File: src/rtl/pwm4_pkg.sv
package pwm4_pkg;

  localparam int NCH     = 4;
  localparam int EN_LSB  = 0;
  localparam int POL_LSB = 8;
  localparam int TYP_LSB = 15;

  localparam logic [3:0] W_CTRL = 4'd0;
  localparam logic [3:0] W_PSC  = 4'd9;

  // word index of the period register of channel ch
  function automatic logic [3:0] per_word(int ch);
    return 4'(1 + 2 * ch);
  endfunction

  // word index of the duty register of channel ch
  function automatic logic [3:0] duty_word(int ch);
    return 4'(2 + 2 * ch);
  endfunction

  // lowest bit of a channel's prescale field; channel 0 sits highest
  function automatic int psc_lsb(int ch, int w);
    return (NCH - 1 - ch) * w;
  endfunction

  // pin level from the active flag and the polarity bit
  function automatic logic drive_level(logic active, logic pol);
    return pol ? active : !active;
  endfunction

endpackage

File: src/rtl/pwm4_regs.sv
module pwm4_regs
  import pwm4_pkg::*;
#(
  parameter int CNT_W = 16,
  parameter int PS_W  = 6
) (
  input  logic                        clk,
  input  logic                        rst_n,
  input  logic                        bus_valid,
  input  logic                        bus_write,
  input  logic [5:0]                  bus_addr,
  input  logic [31:0]                 bus_wdata,
  output logic [31:0]                 bus_rdata,
  output logic [NCH-1:0]              en_req,
  output logic [NCH-1:0]              pol,
  output logic [NCH-1:0]              typ,
  output logic [NCH-1:0][CNT_W-1:0]   per_sh,
  output logic [NCH-1:0][CNT_W-1:0]   duty_sh,
  output logic [NCH-1:0][PS_W-1:0]    psc_sh
);

  logic [3:0]  word;
  logic        hit;
  logic        wr_hit;
  logic        rd_hit;
  logic [31:0] rd_next;
  logic [31:0] rdata_q;
  wire         unused_wdata = ^bus_wdata[31:24];

  assign word   = bus_addr[5:2];
  assign hit    = bus_valid && (bus_addr[1:0] == 2'b00);
  assign wr_hit = hit && bus_write;
  assign rd_hit = hit && !bus_write;

  always_ff @(posedge clk or negedge rst_n) begin
    if (!rst_n) begin
      en_req  <= '0;
      pol     <= '0;
      typ     <= '0;
      per_sh  <= '0;
      duty_sh <= '0;
      psc_sh  <= '0;
    end else if (wr_hit) begin
      if (word == W_CTRL) begin
        for (int c = 0; c < NCH; c++) begin
          en_req[c] <= bus_wdata[EN_LSB + c];
          pol[c]    <= bus_wdata[POL_LSB + c];
          typ[c]    <= bus_wdata[TYP_LSB + c];
        end
      end
      if (word == W_PSC) begin
        for (int c = 0; c < NCH; c++) begin
          psc_sh[c] <= bus_wdata[psc_lsb(c, PS_W) +: PS_W];
        end
      end
      for (int c = 0; c < NCH; c++) begin
        if (word == per_word(c))  per_sh[c]  <= bus_wdata[CNT_W-1:0];
        if (word == duty_word(c)) duty_sh[c] <= bus_wdata[CNT_W-1:0];
      end
    end
  end

  always_comb begin
    rd_next = '0;
    if (word == W_CTRL) begin
      for (int c = 0; c < NCH; c++) begin
        rd_next[EN_LSB + c]  = en_req[c];
        rd_next[POL_LSB + c] = pol[c];
        rd_next[TYP_LSB + c] = typ[c];
      end
    end else if (word == W_PSC) begin
      for (int c = 0; c < NCH; c++) begin
        rd_next[psc_lsb(c, PS_W) +: PS_W] = psc_sh[c];
      end
    end else begin
      for (int c = 0; c < NCH; c++) begin
        if (word == per_word(c))  rd_next[CNT_W-1:0] = per_sh[c];
        if (word == duty_word(c)) rd_next[CNT_W-1:0] = duty_sh[c];
      end
    end
  end

  always_ff @(posedge clk or negedge rst_n) begin
    if (!rst_n)      rdata_q <= '0;
    else if (rd_hit) rdata_q <= rd_next;
  end

  assign bus_rdata = rdata_q;

  AST_RDATA_HOLD: assert property (@(posedge clk) disable iff (!rst_n)
    !rd_hit |=> $stable(bus_rdata));

endmodule

File: src/rtl/pwm4_chan.sv
module pwm4_chan #(
  parameter int CNT_W      = 16,
  parameter int PS_W       = 6,
  parameter int SETTLE_CYC = 100
) (
  input  logic             clk,
  input  logic             rst_n,
  input  logic             en_req,
  input  logic             pol,
  input  logic             typ,
  input  logic [CNT_W-1:0] per_sh,
  input  logic [CNT_W-1:0] duty_sh,
  input  logic [PS_W-1:0]  psc_sh,
  output logic             pin_out,
  output logic             pin_oe
);
  import pwm4_pkg::*;

  localparam int               SET_W   = $clog2(SETTLE_CYC + 2);
  localparam logic [CNT_W-1:0] MIN_PER = CNT_W'(2);

  // true when the step after count c closes a period of length p
  function automatic logic last_step(logic [CNT_W-1:0] c, logic [CNT_W-1:0] p);
    return ({1'b0, c} + 1'b1) >= {1'b0, p};
  endfunction

  logic             run_en;
  logic [SET_W-1:0] settle_cnt;
  logic [PS_W-1:0]  psc_cnt;
  logic [CNT_W-1:0] per_cnt;
  logic [CNT_W-1:0] act_per;
  logic [CNT_W-1:0] act_duty;
  logic [PS_W-1:0]  act_psc;

  // named internal events
  logic en_change;
  logic psc_tick;
  logic period_end;
  logic per_valid;
  logic active;
  logic level;

  assign en_change  = (en_req != run_en) && (settle_cnt == '0);
  assign psc_tick   = (psc_cnt == act_psc);
  assign period_end = run_en && psc_tick && last_step(per_cnt, act_per);
  assign per_valid  = (act_per >= MIN_PER);
  assign active     = run_en && per_valid && (per_cnt < act_duty);
  assign level      = drive_level(active, pol);

  // enable with settle window
  always_ff @(posedge clk or negedge rst_n) begin
    if (!rst_n) begin
      run_en     <= 1'b0;
      settle_cnt <= '0;
    end else if (en_change) begin
      run_en     <= en_req;
      settle_cnt <= SET_W'(SETTLE_CYC);
    end else if (settle_cnt != '0) begin
      settle_cnt <= settle_cnt - 1'b1;
    end
  end

  // prescaler, period counter and active copies of the settings
  always_ff @(posedge clk or negedge rst_n) begin
    if (!rst_n) begin
      psc_cnt  <= '0;
      per_cnt  <= '0;
      act_per  <= '0;
      act_duty <= '0;
      act_psc  <= '0;
    end else if (!run_en) begin
      psc_cnt  <= '0;
      per_cnt  <= '0;
      act_per  <= per_sh;
      act_duty <= duty_sh;
      act_psc  <= psc_sh;
    end else if (psc_tick) begin
      psc_cnt <= '0;
      if (period_end) begin
        per_cnt  <= '0;
        act_per  <= per_sh;
        act_duty <= duty_sh;
        act_psc  <= psc_sh;
      end else begin
        per_cnt <= per_cnt + 1'b1;
      end
    end else begin
      psc_cnt <= psc_cnt + 1'b1;
    end
  end

  assign pin_out = level;
  assign pin_oe  = typ ? !level : 1'b1;

  AST_CNT_RANGE: assert property (@(posedge clk) disable iff (!rst_n)
    (run_en && per_valid) |-> (per_cnt < act_per));
  AST_PSC_RANGE: assert property (@(posedge clk) disable iff (!rst_n)
    psc_cnt <= act_psc);
  AST_BAD_PER_STILL: assert property (@(posedge clk) disable iff (!rst_n)
    !per_valid |-> (per_cnt == '0));
  AST_OFF_CLEARS: assert property (@(posedge clk) disable iff (!rst_n)
    !run_en |=> (per_cnt == '0 && psc_cnt == '0));
  AST_SETTLE_HOLD: assert property (@(posedge clk) disable iff (!rst_n)
    (settle_cnt != '0) |=> $stable(run_en));
  AST_LATCH_AT_END: assert property (@(posedge clk) disable iff (!rst_n)
    (run_en && $past(run_en) && !$past(period_end))
      |-> ($stable(act_duty) && $stable(act_per) && $stable(act_psc)));
  AST_OD_SENSE: assert property (@(posedge clk) disable iff (!rst_n)
    typ |-> (pin_oe != pin_out));

endmodule

File: src/rtl/pwm4_ctrl.sv
module pwm4_ctrl
  import pwm4_pkg::*;
#(
  parameter int CNT_W      = 16,
  parameter int PS_W       = 6,
  parameter int SETTLE_CYC = 100
) (
  input  logic           clk,
  input  logic           rst_n,
  input  logic           bus_valid,
  input  logic           bus_write,
  input  logic [5:0]     bus_addr,
  input  logic [31:0]    bus_wdata,
  output logic [31:0]    bus_rdata,
  output logic [NCH-1:0] pwm_out,
  output logic [NCH-1:0] pwm_oe
);

  logic [NCH-1:0]            en_req;
  logic [NCH-1:0]            pol;
  logic [NCH-1:0]            typ;
  logic [NCH-1:0][CNT_W-1:0] per_sh;
  logic [NCH-1:0][CNT_W-1:0] duty_sh;
  logic [NCH-1:0][PS_W-1:0]  psc_sh;

  pwm4_regs #(.CNT_W(CNT_W), .PS_W(PS_W)) u_regs (
    .clk       (clk),
    .rst_n     (rst_n),
    .bus_valid (bus_valid),
    .bus_write (bus_write),
    .bus_addr  (bus_addr),
    .bus_wdata (bus_wdata),
    .bus_rdata (bus_rdata),
    .en_req    (en_req),
    .pol       (pol),
    .typ       (typ),
    .per_sh    (per_sh),
    .duty_sh   (duty_sh),
    .psc_sh    (psc_sh)
  );

  for (genvar c = 0; c < NCH; c++) begin : g_ch
    pwm4_chan #(.CNT_W(CNT_W), .PS_W(PS_W), .SETTLE_CYC(SETTLE_CYC)) u_chan (
      .clk     (clk),
      .rst_n   (rst_n),
      .en_req  (en_req[c]),
      .pol     (pol[c]),
      .typ     (typ[c]),
      .per_sh  (per_sh[c]),
      .duty_sh (duty_sh[c]),
      .psc_sh  (psc_sh[c]),
      .pin_out (pwm_out[c]),
      .pin_oe  (pwm_oe[c])
    );
  end

  AST_PP_DRIVES: assert property (@(posedge clk) disable iff (!rst_n)
    ((~typ & ~pwm_oe) == '0));

endmodule

File: config.mk
export PLATFORM = sky130hd
export DESIGN_NAME = pwm4_ctrl
export DESIGN_NICKNAME = d
export VERILOG_FILES = /design/src/rtl/pwm4_pkg.sv /design/src/rtl/pwm4_regs.sv /design/src/rtl/pwm4_chan.sv /design/src/rtl/pwm4_ctrl.sv
export SDC_FILE = /design/constraint.sdc
export NUM_CORES = 1
export LEC_CHECK = 0
export ABC_AREA = 1
export BUFFER_PORTS_ARGS = -buffer_cell sky130_fd_sc_hd__buf_4
export CAP_MARGIN = 0
export CORE_MARGIN = 3
export CORE_UTILIZATION = 65
export CTS_BUF_LIST = sky130_fd_sc_hd__clkbuf_4 sky130_fd_sc_hd__clkbuf_8
export CTS_CLUSTER_DIAMETER = 80
export CTS_CLUSTER_SIZE = 20
export DETAILED_ROUTE_END_ITERATION = 7
export GPL_TIMING_DRIVEN = 1
export MAX_ROUTING_LAYER = met4
export PLACE_DENSITY = 0.84
export REMOVE_ABC_BUFFERS = 1
export SYNTH_ARGS = -nofsm -noshare
export SYNTH_HDL_FRONTEND = slang
export SYNTH_HIERARCHICAL = 1
export SYNTH_SLANG_ARGS = --single-unit
File: constraint.sdc
create_clock -name clk -period 3.9 [get_ports clk]
set_input_delay 1.17 -clock clk [delete_from_list [all_inputs] [get_ports clk]]
set_output_delay 1.17 -clock clk [all_outputs]
set_load 0.005 [all_outputs]
* Word-level counts from Yosys, hierarchy flattened *
Index checks and enable logic that the tools add are counted.

word-level totals
  flip-flop bits (word level) = 460
  word-level logic and storage cells = 245
  input bits = 42
  output and inout port bits = 40

cells by class
  equal/unequal tests = 25
  magnitude comparators = 12
  reduce and logical (&&, ||, !) cells = 60
  add/sub/neg operators = 16
  multiplexer cells = 88

operators with widths
  cell                                                  number
  2-to-1 mux 16 bit                                     45
  2-to-1 mux 6 bit                                      20
  adder 16 x 1 -> 17 bit, second input constant         4
  >= comparator 17 x 16 -> 1 bit                        4
  adder 16 x 1 -> 16 bit, second input constant         4
  >= comparator 16 x 2 -> 1 bit, second input constant  4
  less-than comparator 16 bit                           4
  2-to-1 mux 7 bit                                      8
  logical NOT 7 bit                                     4
  AND reduction 2 bit                                   14
  nonzero test 7 bit                                    4
  subtractor 7 x 1 -> 7 bit, second input constant      4
  adder 6 x 1 -> 6 bit, second input constant           4
  == test 6 bit                                         4
  logical AND 1 bit                                     23
  == test 4 x 3 -> 1 bit, second input constant         4
  2-to-1 mux 4 bit                                      4
  inequality test 2 bit, second input constant          8
  logical NOT 1 bit                                     9
  == test 4 x 2 -> 1 bit, second input constant         2
  == test 4 bit, second input constant                  2
  2-to-1 mux 1 bit                                      8
  2-to-1 mux 8 bit                                      1
  nonzero test 2 bit                                    4
  other kinds (6)                                       9

* Longest topological paths before layout *
Gate-level depths: netlist (run 1).

  depth in word-level cells = 11
  mapped depth = 22
  gate-level depth less buffers = 20

* Hierarchy *
The synthesis (run 1) kept the hierarchy.

modules (own cells, without submodules)
  module                          cells an instance  area an instance (um2)  seq. area each (um2)  times used
  pwm4_regs                       857                8563.2                  4704.5                1
  pwm4_chan (g_ch[0].u_chan ...)  533                4226.6                  1701.6                2
  pwm4_chan (g_ch[2].u_chan)      537                4176.5                  1701.6                1
  pwm4_chan (g_ch[3].u_chan)      533                4155.2                  1701.6                1

* Worst setup path before layout (run 1) *
OpenSTA, ideal clock, no wires.

  path kind = register to register
  from = register g_ch[2].u_chan.per_cnt[0]
  to = register g_ch[2].u_chan.act_duty[15]
  data arrival time = 2.682 ns
  buffers on the path = 2
  period minus slack after synthesis = 2.799 ns
  library setup time = 0.117 ns
  required time = 3.783 ns
  cell stages (with the launch flop) = 22
  setup slack = 1.101 ns
  cells stage by stage = dfrtp_1 > ha_1 > nand2_2 > nor2_4 > inv_2 > nor2_4 > nand2_1 > nor2_1 > nand2_1 > nand2_1 > nand2_1 > ha_1 > nand2_1 > inv_1 > o21ai_0 > nand4_2 > nor2_4 > nand2_4 > buf_6 > buf_4 > nand3_1 > nand2_1

on the way
  cells in the longest elaborated chain, start to end = 5

ends and longest elaborated chain
  what                             RTL line         source
  start: declaration               pwm4_chan.sv:30  logic [CNT_W-1:0] per_cnt;
  start signal: assignment         pwm4_chan.sv:85  per_cnt <= per_cnt + 1'b1;
  adder 16 x 1 -> 17 bit           pwm4_chan.sv:24  return ({1'b0, c} + 1'b1) >= {1'b0, p};
  >= comparator 17 x 16 -> 1 bit   pwm4_chan.sv:24
  logical AND 1 bit                pwm4_chan.sv:45  assign period_end = run_en && psc_tick && last_step(per_cnt, act_per);
  inequality test 2 bit (no line)  n/a
  AND reduction 2 bit (no line)    n/a
  end signal: assignment           pwm4_chan.sv:75  act_duty <= duty_sh;
  end signal: assignment           pwm4_chan.sv:82  act_duty <= duty_sh;
  end: declaration                 pwm4_chan.sv:32  logic [CNT_W-1:0] act_duty;

Every way passes these cells.
A chain may end at the register's enable or synchronous reset.

* Worst setup path after layout (run 1) *
  from = register g_ch[1].u_chan.per_cnt[5]
  to = output pwm_out[1]

on the way
  cells in the longest elaborated chain, start to end = 4

ends and longest elaborated chain
  what                             RTL line         source
  start: declaration               pwm4_chan.sv:30
  start signal: assignment         pwm4_chan.sv:85
  less-than comparator 16 bit (*)  pwm4_chan.sv:47  assign active = run_en && per_valid && (per_cnt < act_duty);
  logical AND 1 bit (*)            pwm4_chan.sv:47
  logical NOT 1 bit                pwm4_pkg.sv:28   return pol ? active : !active;
  2-to-1 mux 1 bit (*)             pwm4_pkg.sv:28
  end: declaration                 pwm4_ctrl.sv:15  output logic [NCH-1:0] pwm_out,

Every way passes the cells marked *; elsewhere a longest branch is shown, timed or not.

==> results of run 1 <==
worst max-delay path: stages (launching register included):
cell and delay, ns:
dfrtp_1 0.48, ha_1 0.35, a21oi_1 0.15, nor2_1 0.06, a211oi_1 0.18, nand2_1 0.10
nand2_1 0.09, nand4_1 0.13, and2_1 0.23, buf_4 0.15
final timing paths:
path                                                   end  slack, ns  cells past startpoint
worst max-delay path                            pwm_out[1]       0.16                      9
worst min-delay path            g_ch[2].u_chan/act_per[15]       0.48                      2
worst max register to register   g_ch[0].u_chan/act_per[1]       0.43                     19
worst min register to register  g_ch[2].u_chan/act_per[15]       0.48                      2
max in group asynchronous             u_regs/bus_rdata[11]       2.47                      2
min in group asynchronous       g_ch[2].u_chan/per_cnt[13]       0.53                      1
cells in the mapped netlist (15+ instances only):
cell type,n,area share
buf_4,22,0.0065
clkbuf_1,26,0.0038
nand4_1,125,0.031
inv_1,333,0.049
dfrtp_1,460,0.45
nor2_1,169,0.025
nor3_1,26,0.0051
inv_2,17,0.0025
mux2_1,18,0.0080
buf_2,44,0.0087
xnor2_1,15,0.0052
a21oi_1,95,0.019
ha_1,136,0.067
o21ai_0,103,0.020
nor2_4,19,0.0084
mux2_2,87,0.039
nand3_1,235,0.046
nand2_1,812,0.12
xor2_1,66,0.023
nand2_2,59,0.015
cell families after synthesis:
family,after synthesis,synth area share
buffers and inverters,476,0.0840
xor gates and xnor gates,81,0.0280
DFF,460,0.454
other,1,0.000148
and+or+nand+nor,1501,0.271
adders and majority gates,136,0.0671
muxes,105,0.0466
AOI/OAI and AO/OA,233,0.0489
flip-flops by register name (all words and copies together) (netlist names):
signal and flops:
u_regs/duty_sh 64, u_regs/typ 4, g_ch.u_chan/psc_cnt 24, u_regs/psc_sh 24
g_ch.u_chan/run_en 4, u_regs/per_sh 64, u_regs/pol 4, g_ch.u_chan/act_duty 64
g_ch.u_chan/settle_cnt 28, u_regs/en_req 4, g_ch.u_chan/per_cnt 64, u_regs/bus_rdata 24
g_ch.u_chan/act_psc 24, g_ch.u_chan/act_per 64
per-stage QoR:
| stage | power (mW) | instances | setup slack [ns] | hold WS (ns) | util |
|---|---|---|---|---|---|
| finish | 14.9 | 3527 | 0.155 | 0.484 | 0.699 |
| detailed placement | 12.6 | 3491 | 0.554 | 0.458 | 0.686 |
| global placement | 12.2 | 3491 | 0.671 | 0.456 | 0.686 |
| global route | 16.0 | 3527 | 0.00382 | 0.515 | 0.699 |
| floorplan | 10.4 | 2877 | 0.343 | 0.442 | - |
| CTS | 14.9 | 3527 | 0.169 | 0.488 | 0.699 |
cell usage in the layout, fill, tap and decap left out, types with 66 or more instances in the layout:
cell type  count
nand2_1      812
dfrtp_1      459
inv_1        333
o21ai_0      103
buf_4         96
ha_1         136
xor2_1        66
nor2_1       169
nand4_1      125
nand3_1      235
mux2_2        87
a21oi_1       95
cell type report:
| class | instances | area, um2 |
|---|---|---|
| clock inverters | 7 | 101 |
| clock buffers | 29 | 399 |
| multi-input cells | 2064 | 11700 |
| repair buffers | 103 | 856 |
| fillers | 3012 | 11500 |
| inverters | 353 | 1330 |
| well taps | 511 | 639 |
| flip-flops and latches | 460 | 11500 |
power by group through the flow:
stage                     registers (mW)  logic [mW]  clock network, mW
after floorplan                     6.33        4.10                  0
after global placement              6.51        5.72                  0
after detailed placement            6.56        5.99                  0
after CTS                           6.47        6.03               2.38
after global routing                6.60        6.81               2.55
final                               6.48        6.06               2.34
per-layer routing:
| metal | track usage | wire length, um | part of all wire | vias to the layer above |
|---|---|---|---|---|
| li1 | - | - | - | 9666 |
| met1 | 0.454 | 28000 | 0.42 | 10100 |
| met2 | 0.517 | 30900 | 0.47 | 807 |
| met3 | 0.0437 | 4860 | 0.073 | 160 |
| met4 | 0.111 | 2490 | 0.038 | 0 |
| met5 | - | 0 | 0 | - |
==> out/metrics.yaml, run 1 <==
status: "finished, final reports clean"
initial_utilization: 0.667
fmax_ghz: 0.267
place_area_um2: 26100
drive_gt1_frac: 0.121
cp-start-kind: "flop"
synth_flop_cell: "dfrtp_1"
numPortBuffers: 65
rsz0062_at_grt: "no"
setup_violations: 0
syn_inst: 2993
post_cts_buffers: 0
pwr-share-clk: 0.157
wl_per_cell_um: 18.8
dieArea_um2: 41400
cts_max_level: 1
swShare: 0.424
power_density_nw_per_um2: 560
pwr-share-seq: 0.436
slew_violations: 0
first_global_vias: 20400
finalCritPeriodShare: 0.960
syn_avg_cell_area_um2: 8.47
routed_wl_mm: 66.3
ys_seq_area_frac: 0.454
async_reset_ff_frac: 1.00
path_clk_slew_ns: 0.12
layout.nets: 3188
cts_hold_buf: 0
overflow: 0
synth_edf_count: 0
leakage_nw: 14.2
area_growth_pct: 4.82
drc: 0
design_area_um2: 26600
drt_iter0_drc: 2065
root_buffer: "clkbuf_8"
first_pass_iters: 5
p_comb_frac: 0.407
postRouteAntennaNets: 0
clock-skew-final_ns: 0.0229
ctsResizeCount: 0
die_x_um: 203
grt_max_degree: 95
ys_types: 51
finalHoldViolCount: 0
cp_max_fo: 7
antenna_found_initial: 0
r2r_start: "g_ch[0].u_chan/per_cnt[1]"
critical_path_class: "reg -> out"
drv_cap: 0
place_congestion: 1.06
final.setup.tns_ns: 0
ys_seq_elements: 460
cts_tree: "yes"
cts_max_path_buffers: 3
cp.required_ns: 2.73
dp_hpwl_mm: 48.9
cts.sinks: 460
end_kind: "primary output"
min_path_type: "reg -> reg"
ir_drop_mv: 0.778
worst_pin_slew_ns: 0.888
clkLatencyLatePin_ns: 0.66
vias: 20800
pin_count: 82
intPower_mw: 8.56
startpoint: "g_ch[1].u_chan/per_cnt[5]"
syn_area_um2: 25300
std_cell_rows: 71
arrival_ns: 2.57
cts_inserted_buffers: 28
via_per_inst: 5.89
fin_crit_ns: 3.74
hold_start: "g_ch[2].u_chan/act_per[15]"
die_h_um: 203
ys_warn_count: 6
diodes: 0
relSlewSlack: 0.407
grt_pass1_wl_mm: 107
p_sw_mw: 6.32
core_area_um2: 38000
globalRouteTotalUtil: 0.331
(Power assumes the default switching activity.)
==> run 2: changes to the inputs <==
--- a/config.mk
+++ b/config.mk
@@ -7,7 +7,7 @@
 export LEC_CHECK = 0
 export ABC_AREA = 1
 export BUFFER_PORTS_ARGS = -buffer_cell sky130_fd_sc_hd__buf_4
-export CAP_MARGIN = 0
+export CAP_MARGIN = 20
 export CORE_MARGIN = 3
 export CORE_UTILIZATION = 65
 export CTS_BUF_LIST = sky130_fd_sc_hd__clkbuf_4 sky130_fd_sc_hd__clkbuf_8
@@ -15,7 +15,6 @@
 export CTS_CLUSTER_SIZE = 20
 export DETAILED_ROUTE_END_ITERATION = 7
 export GPL_TIMING_DRIVEN = 1
-export MAX_ROUTING_LAYER = met4
 export PLACE_DENSITY = 0.84
 export REMOVE_ABC_BUFFERS = 1
 export SYNTH_ARGS = -nofsm -noshare
==> out/metrics.yaml, run 2 (synthesis gave the netlist of run 1 again) <==
power_mw: 14.6  # -2.0%
area_growth_pct: 4.52
path_clk_slew_ns: 0.12  # about the same
finalHoldViolCount: 0  # unchanged
numPortBuffers: 65  # unchanged
cp_slowest_stage_delay_ns: 0.48  # about the same
pin_count: 82  # unchanged
critPathSlowestCell: "dfrtp_1"
cts_inserted_buffers: 27  # -3.6%
crit_chain: "ha_1, a21oi_1, nor2_1, a211oi_1, nand2_1, nand2_1, nand3_1, nand2_1, and2_1, buf_4"
dp_hpwl_mm: 47.9  # -2.1%
antenna_found_initial: 1  # +1
placed_cells: 3483  # -0.23%
cts_max_path_buffers: 3  # unchanged
clock-skew-final_ns: 0.0636  # +0.0407 ns
layout.nets: 3181  # -0.22%
core_area_um2: 38000  # unchanged
cts_hold_buf: 0  # unchanged
worst_pin_slew_ns: 0.912  # +0.0246 ns
startpoint: "g_ch[2].u_chan/per_cnt[5]"
intPower_mw: 8.43  # -1.6%
clkLatencyLatePin_ns: 0.68  # +0.02 ns
globalRouteTotalUtil: 0.314  # -0.0171
layout_common_cells: "812 x nand2_1, 458 x dfrtp_1, 333 x inv_1"
cts_tree: "yes"
first_global_vias: 20300  # -0.64%
root_buffer: "clkbuf_8"
cp-start-kind: "flop"
layout_commonest_cell: "nand2_1"
vias: 20700  # -0.26%
status: "finished, final reports clean"
pwr-share-seq: 0.444  # +0.008
drive_gt1_frac: 0.120  # -0.00130
end_kind: "primary output"
arrival_ns: 2.56  # about the same
initial_utilization: 0.667  # unchanged
cts_max_level: 1  # unchanged
wl_per_cell_um: 18.4  # -2.2%
fin_crit_ns: 3.73  # -0.0188 ns
place_congestion: 1.00  # -6.1%
min_path_type: "reg -> reg"
relSlewSlack: 0.390  # -0.0178
final.setup.tns_ns: 0  # unchanged
routed_wl_mm: 64.7  # -2.5%
drv_cap: 0  # unchanged
finalCritPeriodShare: 0.955  # -0.00482
min_path_cells: 2  # unchanged
drc: 0  # unchanged
r2r_start: "g_ch[0].u_chan/per_cnt[0]"
instances_no_fill: 3519  # -0.23%
die_x_um: 203  # unchanged
std_cell_rows: 71  # unchanged
grt_pass1_wl_mm: 105  # -1.8%
power_density_nw_per_um2: 550  # -1.7%
pwr-share-clk: 0.152  # -0.005
postRouteAntennaNets: 0  # unchanged
setup_violations: 0  # unchanged
p_sw_mw: 6.16  # -2.5%
cts.sinks: 460  # unchanged
critical_path_class: "reg -> out"
swShare: 0.422  # -0.00222
rsz0062_at_grt: "no"
fmax_ghz: 0.268  # +0.50%
leakage_nw: 14.1  # -0.33%
cp_max_fo: 6  # -1
first_pass_iters: 6  # +1
via_per_inst: 5.89  # about the same
hold_start: "u_regs/per_sh[18]"
ir_drop_mv: 0.818  # +5.1%
r2r_cells: 19  # unchanged
dieArea_um2: 41400  # unchanged
die_h_um: 203  # unchanged
path_common_cell: "nand2_1"
drt_iter0_drc: 2026  # -1.9%
slew_violations: 0  # unchanged
cp.required_ns: 2.73  # about the same
overflow: 0  # unchanged
grt_max_degree: 79  # -17%
p_comb_frac: 0.403  # -0.004
## run 2: layout make-up
cell class	instances	area, um2
diodes	1	2.50
clock buffers	29	393
clock inverters	4	58.8
fillers	2989	11500
inverters	353	1330
multi-input cells	2064	11700
flip-flops and latches	460	11500
well taps	511	639
repair buffers	97	811
## run 2: worst paths after layout
check,endpoint,slack [ns]
min reg2reg,g_ch[1].u_chan/act_per[2],0.48
max,pwm_out[2],0.17
max in group asynchronous,u_regs/psc_sh[0],2.54
min,g_ch[1].u_chan/act_per[2],0.48
max reg2reg,g_ch[0].u_chan/act_duty[7],0.41
min in group asynchronous,u_regs/duty_sh[33],0.50
## run 2: repair_timing
action	in CTS	in global routing
buffers inserted	0	2
gates resized for setup	0	5
endpoints found under the setup margin	0	4
## run 2: power groups by stage
| stage | Sequential, mW | Clock (mW) | Combinational, mW |
|---|---|---|---|
| 6_report | 6.48 | 2.22 | 5.88 |
| 5_1_grt | 6.60 | 2.44 | 6.68 |
| 4_1_cts | 6.47 | 2.28 | 5.88 |
| 3_5_place_dp | 6.56 | 0 | 5.86 |
| 3_3_place_gp | 6.51 | 0 | 5.61 |
| 2_1_floorplan | 6.33 | 0 | 4.10 |
## run 2: worst max-delay path: cells and delay by family, from the launching register on
family | cells | cell delay [ns]
AO/OA/AOI/OAI | 2 | 0.35
adder cells (fa/ha/maj) | 1 | 0.34
AND/OR/NAND/NOR | 6 | 0.63
buffers and inverters | 1 | 0.13
flip-flops | 1 | 0.48
## run 2: layer usage
layer,share of wire,routed length [um],track usage
met2,0.46,29700,0.502
met5,0,0,0
met1,0.42,27100,0.438
met4,0.042,2710,0.113
met3,0.079,5120,0.0516
## run 2: stage by stage
stage | setup slack, ns | hold WS, ns | instance area (um2) | util
final | 0.174 | 0.476 | 26500 | 0.697
after global routing | 0.00399 | 0.507 | 26500 | 0.697
after CTS | 0.0695 | 0.467 | 26500 | 0.696
after detailed placement | 0.473 | 0.459 | 26000 | 0.684
after floorplan | 0.343 | 0.442 | 24600 | -
after global placement | 0.537 | 0.457 | 26000 | 0.684
==> run 3: changes to the inputs <==
--- a/config.mk
+++ b/config.mk
@@ -7,7 +7,6 @@
 export LEC_CHECK = 0
 export ABC_AREA = 1
 export BUFFER_PORTS_ARGS = -buffer_cell sky130_fd_sc_hd__buf_4
-export CAP_MARGIN = 20
 export CORE_MARGIN = 3
 export CORE_UTILIZATION = 65
 export CTS_BUF_LIST = sky130_fd_sc_hd__clkbuf_4 sky130_fd_sc_hd__clkbuf_8
@@ -15,8 +14,8 @@
 export CTS_CLUSTER_SIZE = 20
 export DETAILED_ROUTE_END_ITERATION = 7
 export GPL_TIMING_DRIVEN = 1
+export MAX_ROUTING_LAYER = met4
 export PLACE_DENSITY = 0.84
-export REMOVE_ABC_BUFFERS = 1
 export SYNTH_ARGS = -nofsm -noshare
 export SYNTH_HDL_FRONTEND = slang
 export SYNTH_HIERARCHICAL = 1
==> out/metrics.yaml, run 3 (synthesis gave the netlist of run 1 again) <==
overflow: 0  # unchanged
first_pass_iters: 5  # -1
p_comb_frac: 0.410  # +0.007
status: "finished, final reports clean"
hold_slack_ns: 0.484  # +0.00712 ns
postRouteAntennaNets: 0  # unchanged
ir_drop_mv: 0.644  # -21%
cp.required_ns: 2.73  # about the same
wl_met1_mm: 27.4  # +0.98%
dieArea_um2: 41400  # unchanged
globalRouteTotalUtil: 0.327  # +0.0133
utilization: 0.696  # about the same
relSlewSlack: 0.409  # +0.0188
root_buffer: "clkbuf_8"
wl_met2_mm: 31.2  # +4.8%
initial_utilization: 0.667  # unchanged
ff_latch_area_um2: 11500  # about the same
ctsResizeCount: 0  # unchanged
routed_wl_mm: 65.4  # +1.1%
met3WireLength_mm: 4.86  # -5.1%
path_clk_slew_ns: 0.12  # about the same
via_per_inst: 5.88  # -0.20%
cts_max_path_buffers: 3  # unchanged
core_area_um2: 38000  # unchanged
post_cts_buffers: 0  # unchanged
fin_crit_ns: 3.73  # +0.00673 ns
dp_slack_ns: 0.531  # +0.0583 ns
pwr-share-seq: 0.440  # -0.004
cts_inserted_buffers: 28  # +3.7%
drv_cap: 0  # unchanged
placed_cells: 3486  # +0.086%
fin_ws_ns: 0.167  # -0.00673 ns
drc: 0  # unchanged
area_growth_pct: 4.46  # about the same
cts_tree: "yes"
numPortBuffers: 65  # unchanged
drive_gt1_frac: 0.119  # -0.000784
fmax_ghz: 0.268  # -0.18%
top_layer: "met4"
dp_hpwl_mm: 48.6  # +1.5%
cp-start-kind: "flop"
cts_max_level: 1  # unchanged
finalHoldViolCount: 0  # unchanged
power_density_nw_per_um2: 556  # +0.98%
first_global_vias: 20200  # -0.62%
grt_max_degree: 86  # +8.9%
worst_pin_slew_ns: 0.886  # -0.0262 ns
intPower_mw: 8.43  # about the same
pwr-share-clk: 0.150  # -0.002
vias: 20700  # -0.063%
clock-skew-final_ns: 0.0149  # -0.0488 ns
multi_input_area_um2: 11700  # -0.12%
slew_violations: 0  # unchanged
place_congestion: 1.04  # +4.3%
drt_iter0_drc: 1943  # -4.1%
rsz0062_at_grt: "no"
end_kind: "primary output"
pin_count: 82  # unchanged
swShare: 0.427  # +0.00479
cp_max_fo: 5  # -1
wl_per_cell_um: 18.6  # +0.98%
layout.nets: 3183  # +0.063%
fillCellCount: 3081  # +3.1%
finalCritPeriodShare: 0.957  # +0.00173
p_sw_mw: 6.29  # +2.1%
setup_violations: 0  # unchanged
die_h_um: 203  # unchanged
instances_no_fill: 3524  # +0.14%
clkLatencyLatePin_ns: 0.65  # -0.03 ns
min_path_type: "reg -> reg"
grt_pass1_wl_mm: 107  # +1.3%
leakage_nw: 14.1  # about the same
std_cell_rows: 71  # unchanged
arrival_ns: 2.56  # about the same
final.setup.tns_ns: 0  # unchanged
critical_path_class: "reg -> out"
cts_hold_buf: 0  # unchanged
cts.sinks: 460  # unchanged
layout_commonest_cell: "nand2_1"
layout_common_cells: "812 x nand2_1, 460 x dfrtp_1, 333 x inv_1"
die_x_um: 203  # unchanged
antenna_found_initial: 3  # +2
run 3: cell types whose count changed in the layout (fill, tap and decap cells not counted), moves of 2 or more:
cell      previous run  this run
a211oi_1             5         7
dfrtp_1            458       460
diode_2              1         3
dfrtp_2              2         0
buf_4               90        92
a211oi_2             2         0
run 3: metrics by stage:
| step | cell area [um2] | power [mW] |
|---|---|---|
| 6_report | 26500 | 14.7 |
| 5_1_grt | 26500 | 15.9 |
| 4_1_cts | 26500 | 14.7 |
| 3_5_place_dp | 26000 | 12.5 |
| 3_3_place_gp | 26000 | 12.2 |
| 2_1_floorplan | 25400 | 11.2 |
run 3: final timing paths:
| check | start | endpoint | slack (ns) | depth (start not counted) |
|---|---|---|---|---|
| worst max-delay path | g_ch[2].u_chan/per_cnt[13] | pwm_out[2] | 0.17 | 9 |
| worst min-delay path | g_ch[0].u_chan/act_duty[5] | g_ch[0].u_chan/act_duty[5] | 0.48 | 2 |
| worst max register to register | g_ch[2].u_chan/per_cnt[0] | g_ch[2].u_chan/act_duty[0] | 0.43 | 17 |
| worst min register to register | g_ch[0].u_chan/act_duty[5] | g_ch[0].u_chan/act_duty[5] | 0.48 | 2 |
| max in group asynchronous | rst_n | g_ch[0].u_chan/settle_cnt[2] | 2.47 | 2 |
| min in group asynchronous | rst_n | g_ch[2].u_chan/per_cnt[11] | 0.51 | 1 |
run 3: critical path, stage by stage (launching register included):
cell and delay, ns:
dfrtp_1 0.47, ha_1 0.35, nand2_1 0.07, inv_1 0.03, o21ai_0 0.13, nand2_1 0.08
a21oi_1 0.26, nand4_1 0.17, and2_1 0.22, buf_4 0.14
run 3: power groups by stage:
stage               Combinational, mW  Clock (mW)  Sequential, mW
global placement                 5.69           0            6.51
global route                     6.85        2.42            6.59
detailed placement               5.97           0            6.56
finish                           6.03        2.21            6.48
floorplan                        4.86           0            6.33
CTS                              6.01        2.27            6.47
run 3: final cells by class:
class | count | share of cell area
Multi-Input combinational cell | 2064 | 0.443
Sequential cell | 460 | 0.435
Inverter | 353 | 0.0501
Timing Repair Buffer | 98 | 0.0304
Tap cell | 511 | 0.0241
Clock buffer | 29 | 0.0151
Clock inverter | 6 | 0.00198
Antenna cell | 3 | 0.000284
run 3: metal layers:
metal	track usage	vias to the layer above
met5	-	-
met4	0.0917	0
met3	0.0487	146
met2	0.520	787
met1	0.445	10100
li1	-	9667
